$ cat src/rtl/seq_fp_adder_pkg.sv
package seq_fp_adder_pkg;
  typedef enum logic [2:0] {
    ST_IDLE, ST_ALIGN, ST_REDUCE, ST_FIX, ST_NORM, ST_DONE
  } phase_t;

  typedef enum logic [1:0] {
    OPC_ADD  = 2'b00,
    OPC_SUB  = 2'b01,
    OPC_RSUB = 2'b10,
    OPC_ABSD = 2'b11
  } opc_t;
endpackage

$ cat src/rtl/fpa_condition.sv
module fpa_condition #(
  parameter int FRAC_W = 40,
  localparam int MAN_W  = FRAC_W + 1,
  localparam int WORK_W = 2 * FRAC_W + 2
) (
  input  logic [MAN_W-1:0]  man,
  input  logic              take_abs,
  input  logic              negate,
  output logic [WORK_W-1:0] wide
);
  logic [MAN_W:0] ext;
  logic [MAN_W:0] mag;
  logic [MAN_W:0] fin;

  always_comb begin
    ext = {man[MAN_W-1], man};
    mag = (take_abs && ext[MAN_W]) ? (~ext + 1'b1) : ext;
    fin = negate ? (~mag + 1'b1) : mag;
    wide = {fin, {FRAC_W{1'b0}}};
  end
endmodule

$ cat src/rtl/fpa_carry_step.sv
module fpa_carry_step #(
  parameter int WORK_W = 82
) (
  input  logic [WORK_W-1:0] a,
  input  logic [WORK_W-1:0] b,
  output logic [WORK_W-1:0] s,
  output logic [WORK_W-1:0] c
);
  assign c[0] = 1'b0;
  for (genvar i = 0; i < WORK_W; i++) begin : g_bit
    assign s[i] = a[i] ^ b[i];
    if (i < WORK_W - 1) begin : g_cy
      assign c[i+1] = a[i] & b[i];
    end
  end
endmodule

$ cat src/rtl/seq_fp_adder.sv
module seq_fp_adder
  import seq_fp_adder_pkg::*;
#(
  parameter int EXP_W  = 7,
  parameter int FRAC_W = 40,
  localparam int MAN_W  = FRAC_W + 1,
  localparam int WORK_W = 2 * FRAC_W + 2,
  localparam logic [EXP_W-1:0] EXP_MAX = {EXP_W{1'b1}}
) (
  input  logic              clk,
  input  logic              rst_n,
  input  logic              start,
  input  logic [1:0]        opcode,
  input  logic              norm_en,
  input  logic [EXP_W-1:0]  acc_exp,
  input  logic [MAN_W-1:0]  acc_man,
  input  logic [EXP_W-1:0]  op_exp,
  input  logic [MAN_W-1:0]  op_man,
  output logic              busy,
  output logic              done,
  output logic [EXP_W-1:0]  res_exp,
  output logic [MAN_W-1:0]  res_man,
  output logic [FRAC_W-1:0] res_ext,
  output logic              ovf
);
  phase_t             st_q, st_n;
  logic [WORK_W-1:0]  wa_q, wa_n, wb_q, wb_n;
  logic [EXP_W-1:0]   ea_q, ea_n, eb_q, eb_n;
  logic               nrm_q, nrm_n, ovf_q, ovf_n;

  logic               abs_both, neg_acc, neg_op;
  logic [WORK_W-1:0]  cond_acc, cond_op, red_s, red_c;

  always_comb begin
    abs_both = (opc_t'(opcode) == OPC_ABSD);
    neg_acc  = (opc_t'(opcode) == OPC_RSUB);
    neg_op   = (opc_t'(opcode) == OPC_SUB) || abs_both;
  end

  fpa_condition #(.FRAC_W(FRAC_W)) u_cond_acc (
    .man(acc_man), .take_abs(abs_both), .negate(neg_acc), .wide(cond_acc));
  fpa_condition #(.FRAC_W(FRAC_W)) u_cond_op (
    .man(op_man), .take_abs(abs_both), .negate(neg_op), .wide(cond_op));
  fpa_carry_step #(.WORK_W(WORK_W)) u_step (
    .a(wa_q), .b(wb_q), .s(red_s), .c(red_c));

  // next-state logic
  always_comb begin
    st_n  = st_q;
    wa_n  = wa_q;
    wb_n  = wb_q;
    ea_n  = ea_q;
    eb_n  = eb_q;
    nrm_n = nrm_q;
    ovf_n = ovf_q;
    case (st_q)
      ST_IDLE: if (start) begin
        wa_n  = cond_acc;
        wb_n  = cond_op;
        ea_n  = acc_exp;
        eb_n  = op_exp;
        nrm_n = norm_en;
        ovf_n = 1'b0;
        st_n  = ST_ALIGN;
      end
      ST_ALIGN: begin
        if (ea_q == eb_q) begin
          st_n = ST_REDUCE;
        end else if (ea_q < eb_q) begin
          wa_n = {wa_q[WORK_W-1], wa_q[WORK_W-1:1]};
          ea_n = ea_q + 1'b1;
        end else begin
          wb_n = {wb_q[WORK_W-1], wb_q[WORK_W-1:1]};
          eb_n = eb_q + 1'b1;
        end
      end
      ST_REDUCE: begin
        if (wb_q == '0) begin
          st_n = ST_FIX;
        end else begin
          wa_n = red_s;
          wb_n = red_c;
        end
      end
      ST_FIX: begin
        if (wa_q[WORK_W-1] != wa_q[WORK_W-2]) begin
          wa_n = {wa_q[WORK_W-1], wa_q[WORK_W-1:1]};
          ea_n = ea_q + 1'b1;
          if (ea_q == EXP_MAX) ovf_n = 1'b1;
        end
        st_n = ST_NORM;
      end
      ST_NORM: begin
        if (nrm_q && (wa_q[WORK_W-2] == wa_q[WORK_W-3]) && (ea_q != '0)) begin
          wa_n = {wa_q[WORK_W-2:0], 1'b0};
          ea_n = ea_q - 1'b1;
        end else begin
          st_n = ST_DONE;
        end
      end
      ST_DONE: st_n = ST_IDLE;
      default: st_n = ST_IDLE;
    endcase
  end

  // registers with async reset; datapath held when idle
  always_ff @(posedge clk or negedge rst_n) begin
    if (!rst_n) begin
      st_q  <= ST_IDLE;
      wa_q  <= '0;
      wb_q  <= '0;
      ea_q  <= '0;
      eb_q  <= '0;
      nrm_q <= 1'b0;
      ovf_q <= 1'b0;
    end else begin
      st_q <= st_n;
      if (st_q != ST_DONE) begin
        wa_q  <= wa_n;
        wb_q  <= wb_n;
        ea_q  <= ea_n;
        eb_q  <= eb_n;
        nrm_q <= nrm_n;
        ovf_q <= ovf_n;
      end
    end
  end

  assign busy    = (st_q != ST_IDLE);
  assign done    = (st_q == ST_DONE);
  assign res_exp = ea_q;
  assign res_man = wa_q[WORK_W-2:FRAC_W];
  assign res_ext = wa_q[FRAC_W-1:0];
  assign ovf     = ovf_q;

  // ---------------- assertions ----------------
  logic [EXP_W-1:0]  align_gap;
  logic [WORK_W-1:0] pair_sum;
  assign align_gap = (ea_q > eb_q) ? (ea_q - eb_q) : (eb_q - ea_q);
  assign pair_sum  = wa_q + wb_q;

  // each alignment cycle closes the exponent gap by exactly one
  assert_align_step_R2: assert property (@(posedge clk) disable iff (!rst_n)
    (st_q == ST_ALIGN && ea_q != eb_q) |=>
      (st_q == ST_ALIGN && align_gap == $past(align_gap) - 1'b1));

  // a reduction step never changes the total
  assert_reduce_keeps_sum_R3: assert property (@(posedge clk) disable iff (!rst_n)
    (st_q == ST_REDUCE && wb_q != '0) |=> (pair_sum == $past(pair_sum)));

  // the flag only rises out of a correction at the top exponent
  assert_ovf_source_R5: assert property (@(posedge clk) disable iff (!rst_n)
    $rose(ovf) |-> ($past(st_q) == ST_FIX && $past(ea_q) == EXP_MAX));

  // a normalization shift lowers the exponent by one
  assert_norm_step_R6: assert property (@(posedge clk) disable iff (!rst_n)
    (st_q == ST_NORM && $past(st_q) == ST_NORM) |-> (ea_q == $past(ea_q) - 1'b1));

  // done lasts one cycle and busy only begins on a start
  assert_done_pulse_R9: assert property (@(posedge clk) disable iff (!rst_n)
    done |=> !done);
  assert_busy_needs_start_R9: assert property (@(posedge clk) disable iff (!rst_n)
    $rose(busy) |-> $past(start));
endmodule

$ cat config.mk
export PLATFORM = sky130hd
export DESIGN_NAME = seq_fp_adder
export DESIGN_NICKNAME = d
export VERILOG_FILES = /design/src/rtl/seq_fp_adder_pkg.sv /design/src/rtl/fpa_condition.sv /design/src/rtl/fpa_carry_step.sv /design/src/rtl/seq_fp_adder.sv
export SDC_FILE = /design/constraint.sdc
export NUM_CORES = 1
export LEC_CHECK = 0
export BUFFER_PORTS_ARGS = -buffer_cell sky130_fd_sc_hd__buf_2
export CORE_MARGIN = 3
export CORE_UTILIZATION = 39
export CTS_BUF_LIST = sky130_fd_sc_hd__clkbuf_16
export DETAILED_ROUTE_END_ITERATION = 12
export GPL_TIMING_DRIVEN = 0
export HOLD_SLACK_MARGIN = 0.08
export PLACE_DENSITY = 0.58
export SYNTH_ARGS = -nofsm -noshare
export SYNTH_HDL_FRONTEND = slang
export SYNTH_SLANG_ARGS = --single-unit
$ cat constraint.sdc
create_clock -name clk -period 4.4 [get_ports clk]
set_input_delay 0.22 -clock clk [delete_from_list [all_inputs] [get_ports clk]]
set_output_delay 0.22 -clock clk [all_outputs]
set_load 0.02 [all_outputs]
# Word level (Yosys, flattened, before mapping)
# Cells that the tools add are included.
# op_classes
order_cmp	1
n_addsub	7
n_reduce_logical	25
mux	35
eq_ne	24
bitwise_logic	169
# op_table
op	count
$mux 82	5
$pmux 82 s5	1
$mux 81	5
$pmux 82 s3	1
$add 42x1->42 const B	4
$mux 42	4
$not 42->42	4
$logic_not 82->1	1
$xor 1x1->1	82
$and 1x1->1	81
$mux 7	8
$pmux 7 s4	1
$ne 2x2->1 const B	11
$pmux 3 s5	1
$reduce_and 5->1	3
$add 7x1->7 const B	2
$pmux 7 s2	1
$reduce_and 7->1	2
$mux 3	4
$reduce_bool 3->1	3
$reduce_and 8->1	1
$eq 7x7->1	1
$eq 7x7->1 const B	1
$lt 7x7->1	1
other kinds (22)	33
# totals
reg_bits	183
wordCells	270

# Logic depth before layout (Yosys ltp)
# logic_depth
word_depth	8
depth_mapped	15
ltp_nobuf	12

# Cells and area by module
# A second synthesis with hierarchy kept.
# hier_totals
hier_cells	2224
area_unflattened_um2	18320.1
# by_module_without_submodules
module	n_inst	area_each_um2	cells_each
seq_fp_adder	1	11426.0	1268
fpa_condition	2	2930.3	436
fpa_carry_step	1	1033.5	84

# Least setup slack after synthesis
# No wires, ideal clock.
# synth_timing
path_kind	input to register
from	input port op_man[0]
to	register wb_q[80]
n_path_buf	2
path_stages	13
required_ns	4.274
arrival_ns	3.422
path_slack_ns	0.852
setup_ns	0.126
cell_sequence	clkbuf_1 -> inv_1 -> ha_1 -> nor4b_1 -> and4_1 -> a2111o_1 -> a21oi_1 -> o211ai_1 -> or3_1 -> buf_6 -> or4_4 -> mux2i_1 -> a221o_1
# synth_via
elab_chain_cells	8
# synth_lines
element	line	rtl
start: declaration	seq_fp_adder.sv:18	input logic [MAN_W-1:0] op_man,
$not 42->42	fpa_condition.sv:17	mag = (take_abs && ext[MAN_W]) ? (~ext + 1'b1) : ext;
$add 42x1->42	fpa_condition.sv:17	
$mux 42 (*)	fpa_condition.sv:17	
$not 42->42	fpa_condition.sv:18	fin = negate ? (~mag + 1'b1) : mag;
$add 42x1->42	fpa_condition.sv:18	
$mux 42 (*)	fpa_condition.sv:18	
$mux 82 (*)	seq_fp_adder.sv:57	ST_IDLE: if (start) begin
$pmux 82 s3 (*)	seq_fp_adder.sv:56	case (st_q)
end signal: assignment	seq_fp_adder.sv:120	wb_q <= wb_n;
end: declaration	seq_fp_adder.sv:27	logic [WORK_W-1:0] wa_q, wa_n, wb_q, wb_n;
# Every way passes the cells marked *; elsewhere a longest branch is shown, timed or not. The select of a mux whose other input is x is not followed.
# A chain may end at the register's enable or synchronous reset.

# Worst setup path after layout
# layout_timing
from	input port opcode[1]
to	register wa_q[81]
# layout_via
elab_chain_cells	8
word_cells_on_any_way	9
classes_between	add/sub: 1; eq/ne: 2; mux: 4; bitwise: 1; reduce/logical: 1
# layout_lines
element	line	rtl
start: declaration	seq_fp_adder.sv:13	input logic [1:0] opcode,
$eq 2x2->1	seq_fp_adder.sv:35	abs_both = (opc_t'(opcode) == OPC_ABSD);
$logic_and 1x1->1	fpa_condition.sv:17	
$mux 42	fpa_condition.sv:17	
$not 42->42	fpa_condition.sv:18	
$add 42x1->42	fpa_condition.sv:18	
$mux 42 (*)	fpa_condition.sv:18	
$mux 82 (*)	seq_fp_adder.sv:57	
$pmux 82 s5 (*)	seq_fp_adder.sv:56	
end signal: assignment	seq_fp_adder.sv:119	wa_q <= wa_n;
end: declaration	seq_fp_adder.sv:27	
# Marks and branches as above.

==> qor_table.md <==
| Parameter | Reported | Unit |
|---|---|---|
| Outcome | finished clean | - |
| Highest net fanout along the worst path | 10 | - |
| Critical Path Source | opcode[1] | - |
| Number of nets in the finished design | 2510 | - |
| Layout cells sized above 1 | 0.160 | - |
| Number of cells produced by synthesis | 2107 | - |
| Count of different cell masters after synthesis | 91 | - |
| Cell Area, Placed | 18500 | um^2 |
| FILL cells | 4339 | - |
| Most frequent cells in the layout | nor2_1, buf_2, dfrtp_1 | - |
| H-tree depth | 4 | - |
| Setup repair after global routing missed its margin | no | - |
| # placed instances | 2862 | - |
| Clock buffers created by TritonCTS | 17 | - |
| Total via count after detailed routing | 17.9k | - |
| Routed Wire Length | 67.6 | mm |
| Yosys warning total | 0 | - |
| Worst Hold Path Cells | 3 | - |
| Number of cell instances on the worst register-to-register path | 10 | - |
| First DRT Iteration DRCs | 1739 | - |
| Class of the worst hold path | input pin to flip-flop | - |
| DRC errors left | 0 | - |
| Final period demand of the worst path | 4.24 | ns |
| Area growth, synth to finish | 13.9 | % |
| Fraction of registers with async set or reset after synthesis | 1.00 | - |
| Critical path type | input pin to flip-flop | - |
| Layout Cells excl Fill | 2901 | - |
| Launch instance of the worst register-to-register path | st_q[0] | - |
| Root buffer cell | clkbuf_16 | - |
| Critical Path Sink | wa_q[81] | - |
| Slew Limit Fails | 0 | - |
| Clock tree from TritonCTS | done | - |
| End of the worst register-to-register path | wb_q[63] | - |
| Crit path capture type | flip-flop | - |
| Starting density of the core | 0.398 | - |
| Final total power | 13.5 | mW |
| Die outline area | 45700 | um^2 |
| Post-synthesis sequential area ratio | 0.272 | - |
| Max-cap violation count | 0 | - |
| Worst Setup Slack post-DPL | -0.655 | ns |
| Period utilization | 0.963 | - |
| DP Wirelength | 53.1 | mm |
| Ports | 193 | - |
| Arrival time at the worst endpoint | 4.55 | ns |
| Smallest hold slack | 0.108 | ns |
| Routed via count divided by cell count | 6.18 | - |
| Commonest non-fill, non-tap cell in the layout | nor2_1 | - |
| Final Util | 0.453 | - |
| Worst endpoint required time | 4.71 | ns |
| Avg Inst Size Synth | 7.99 | um^2 |
| Hold Vio Cnt, Final | 0 | - |
| Vertical extent of the die | 214 | um |
| TritonCTS sink count | 183 | - |
| Headroom to the max-slew limit | 0.181 | - |
| Peak supply drop | 0.000348 | V |
| IO buf count | 177 | - |
| Fmax | 236 | MHz |
| Clock slew at the register clock pins of the worst setup and hold paths | 0.07 | ns |
| Largest net degree at the start of global routing | 104 | - |
| Summed area of non-filler cells in the final layout | 19200 | um^2 |
| Router iterations before antenna repair | 5 | - |
| Cell leakage power | 7.82 | nW |
| Transition time at the pin with the least slew margin | 1.22 | ns |
| Clk_lat worst skew | 0.46 | ns |
| CP startpoint kind | input pin | - |
| Vias in the first global route | 17.1k | - |
| Nets in the synthesized netlist | 2307 | - |
| Top_reg_cell synth | dfrtp_1 | - |
| Global placement routability congestion | 0.993 | - |
| Antenna violations before repair | 1 | - |
| Routed wire per std cell | 23.3 | um |
| Total of endpoints with negative setup slack in the final report | 0 | - |
| Final total negative setup slack | 0 | ns |
| Final ANT Viol Nets | 0 | - |
| Synthesis-stage register bit count | 183 | - |
| Maximum buffer depth of the clock tree | 2 | - |
| Netlist area before placement | 16800 | um^2 |
| Power Density | 703 | nW/um^2 |
| Wire length of the first global-routing pass | 102 | mm |
| Global route overflow | 0 | - |
| Horiz. Die Dim | 214 | um |
| Count of flip-flops with a built-in enable after synthesis | 0 | - |
| Global router's overall resource usage | 0.290 | - |
| Clock skew | 0.0190 | ns |
| Worst-case register-to-register setup slack | 0.27 | ns |
| Row count | 75 | - |
| Final worst-path setup slack | 0.161 | ns |
| Core area | 42300 | um^2 |
[cells by family (layout without fill, tap and decap cells)]
logic type	after synthesis	in the layout	synth area share
other	0	1	0
AOI/OAI and AO/OA	635	635	0.260
DFF	183	183	0.272
adders and majority gates	98	98	0.0733
muxes	19	19	0.0114
buffers and inverters	272	488	0.0814
xor gates and xnor gates	137	137	0.0717
and+or+nand+nor	763	763	0.230
[critical path, cell delays in order]
cell      delay [ns]
buf_2           0.10
buf_2           0.24
nand3_1         0.26
clkbuf_1        0.50
clkbuf_1        0.53
buf_1           0.55
nor2_1          0.08
a221oi_1        0.67
nand4_1         0.26
nor3_2          0.31
nand2_1         0.09
nor3_1          0.55
o221ai_1        0.18
[per-layer routing]
layer  vias up  wire [um]  GRT usage
met3       120       4660     0.0446
met4         0       2170     0.0959
met5         -          0          0
met2       697      32100      0.481
li1       8218          -          -
met1      8896      28600      0.389
[power by group]
| group | switching (mW) | leakage [nW] | internal [mW] |
|---|---|---|---|
| clock network | 0.765 | 0.299 | 0.910 |
| logic | 5.00 | 5.31 | 2.96 |
| registers | 1.34 | 2.21 | 2.51 |
[registers in the layout, summed over array words and instances, names as in the netlist]
name	count
eb_q	7
st_q	3
res_exp	7
ovf	1
wa_q	82
nrm_q	1
wb_q	82
[cells in the mapped netlist, types with 17 or more instances]
library cell	n	area, um^2
a221oi_1	77	674
and3_1	18	113
a21oi_1	103	515
xor2_1	55	482
o21ai_0	133	666
nor4_1	43	269
ha_1	97	1210
nand2_1	166	623
buf_1	17	63.8
a31oi_1	44	275
buf_4	83	623
mux2i_1	17	170
o31ai_1	18	135
xnor2_1	81	709
dfrtp_1	183	4580
inv_1	28	105
nor3_1	53	265
o22ai_1	26	163
a22oi_1	93	698
nand4_1	23	144
clkbuf_1	128	480
nand3_1	42	210
nor2_1	287	1080
or3_1	20	125
[repair_timing]
item | in CTS | in global routing
buffers inserted | 0 | 0
hold buffers | 8 | 0
pin swaps | 0 | 0
gates resized for setup | 4 | 1
endpoints found under the setup margin | 18 | 15
hold endpoints to repair | 109 | 0
[area by class of cell]
type                       count  area (um^2)  area share
multi-input combinational   1652        10900       0.568
sequential                   183         4580       0.239
buffer                       241         1260      0.0656
timing repair buffer         186         1000      0.0523
tap                          577          722      0.0376
clock buffer                  17          425      0.0222
clock inverter                15          190     0.00992
inverter                      29          109     0.00568
antenna                        1         2.50    0.000130
[worst min-delay path by stage]
stage | start | to | slack [ns]
2_1_floorplan | rst_n | eb_q[0] | -0.08
3_3_place_gp | norm_en | nrm_q | 0.48
3_5_place_dp | rst_n | res_exp[4] | 0.33
4_1_cts | op_exp[5] | eb_q[5] | 0.10
5_1_grt | acc_exp[6] | res_exp[6] | 0.14
6_report | op_exp[5] | eb_q[5] | 0.11
(Power assumes the default switching activity.)
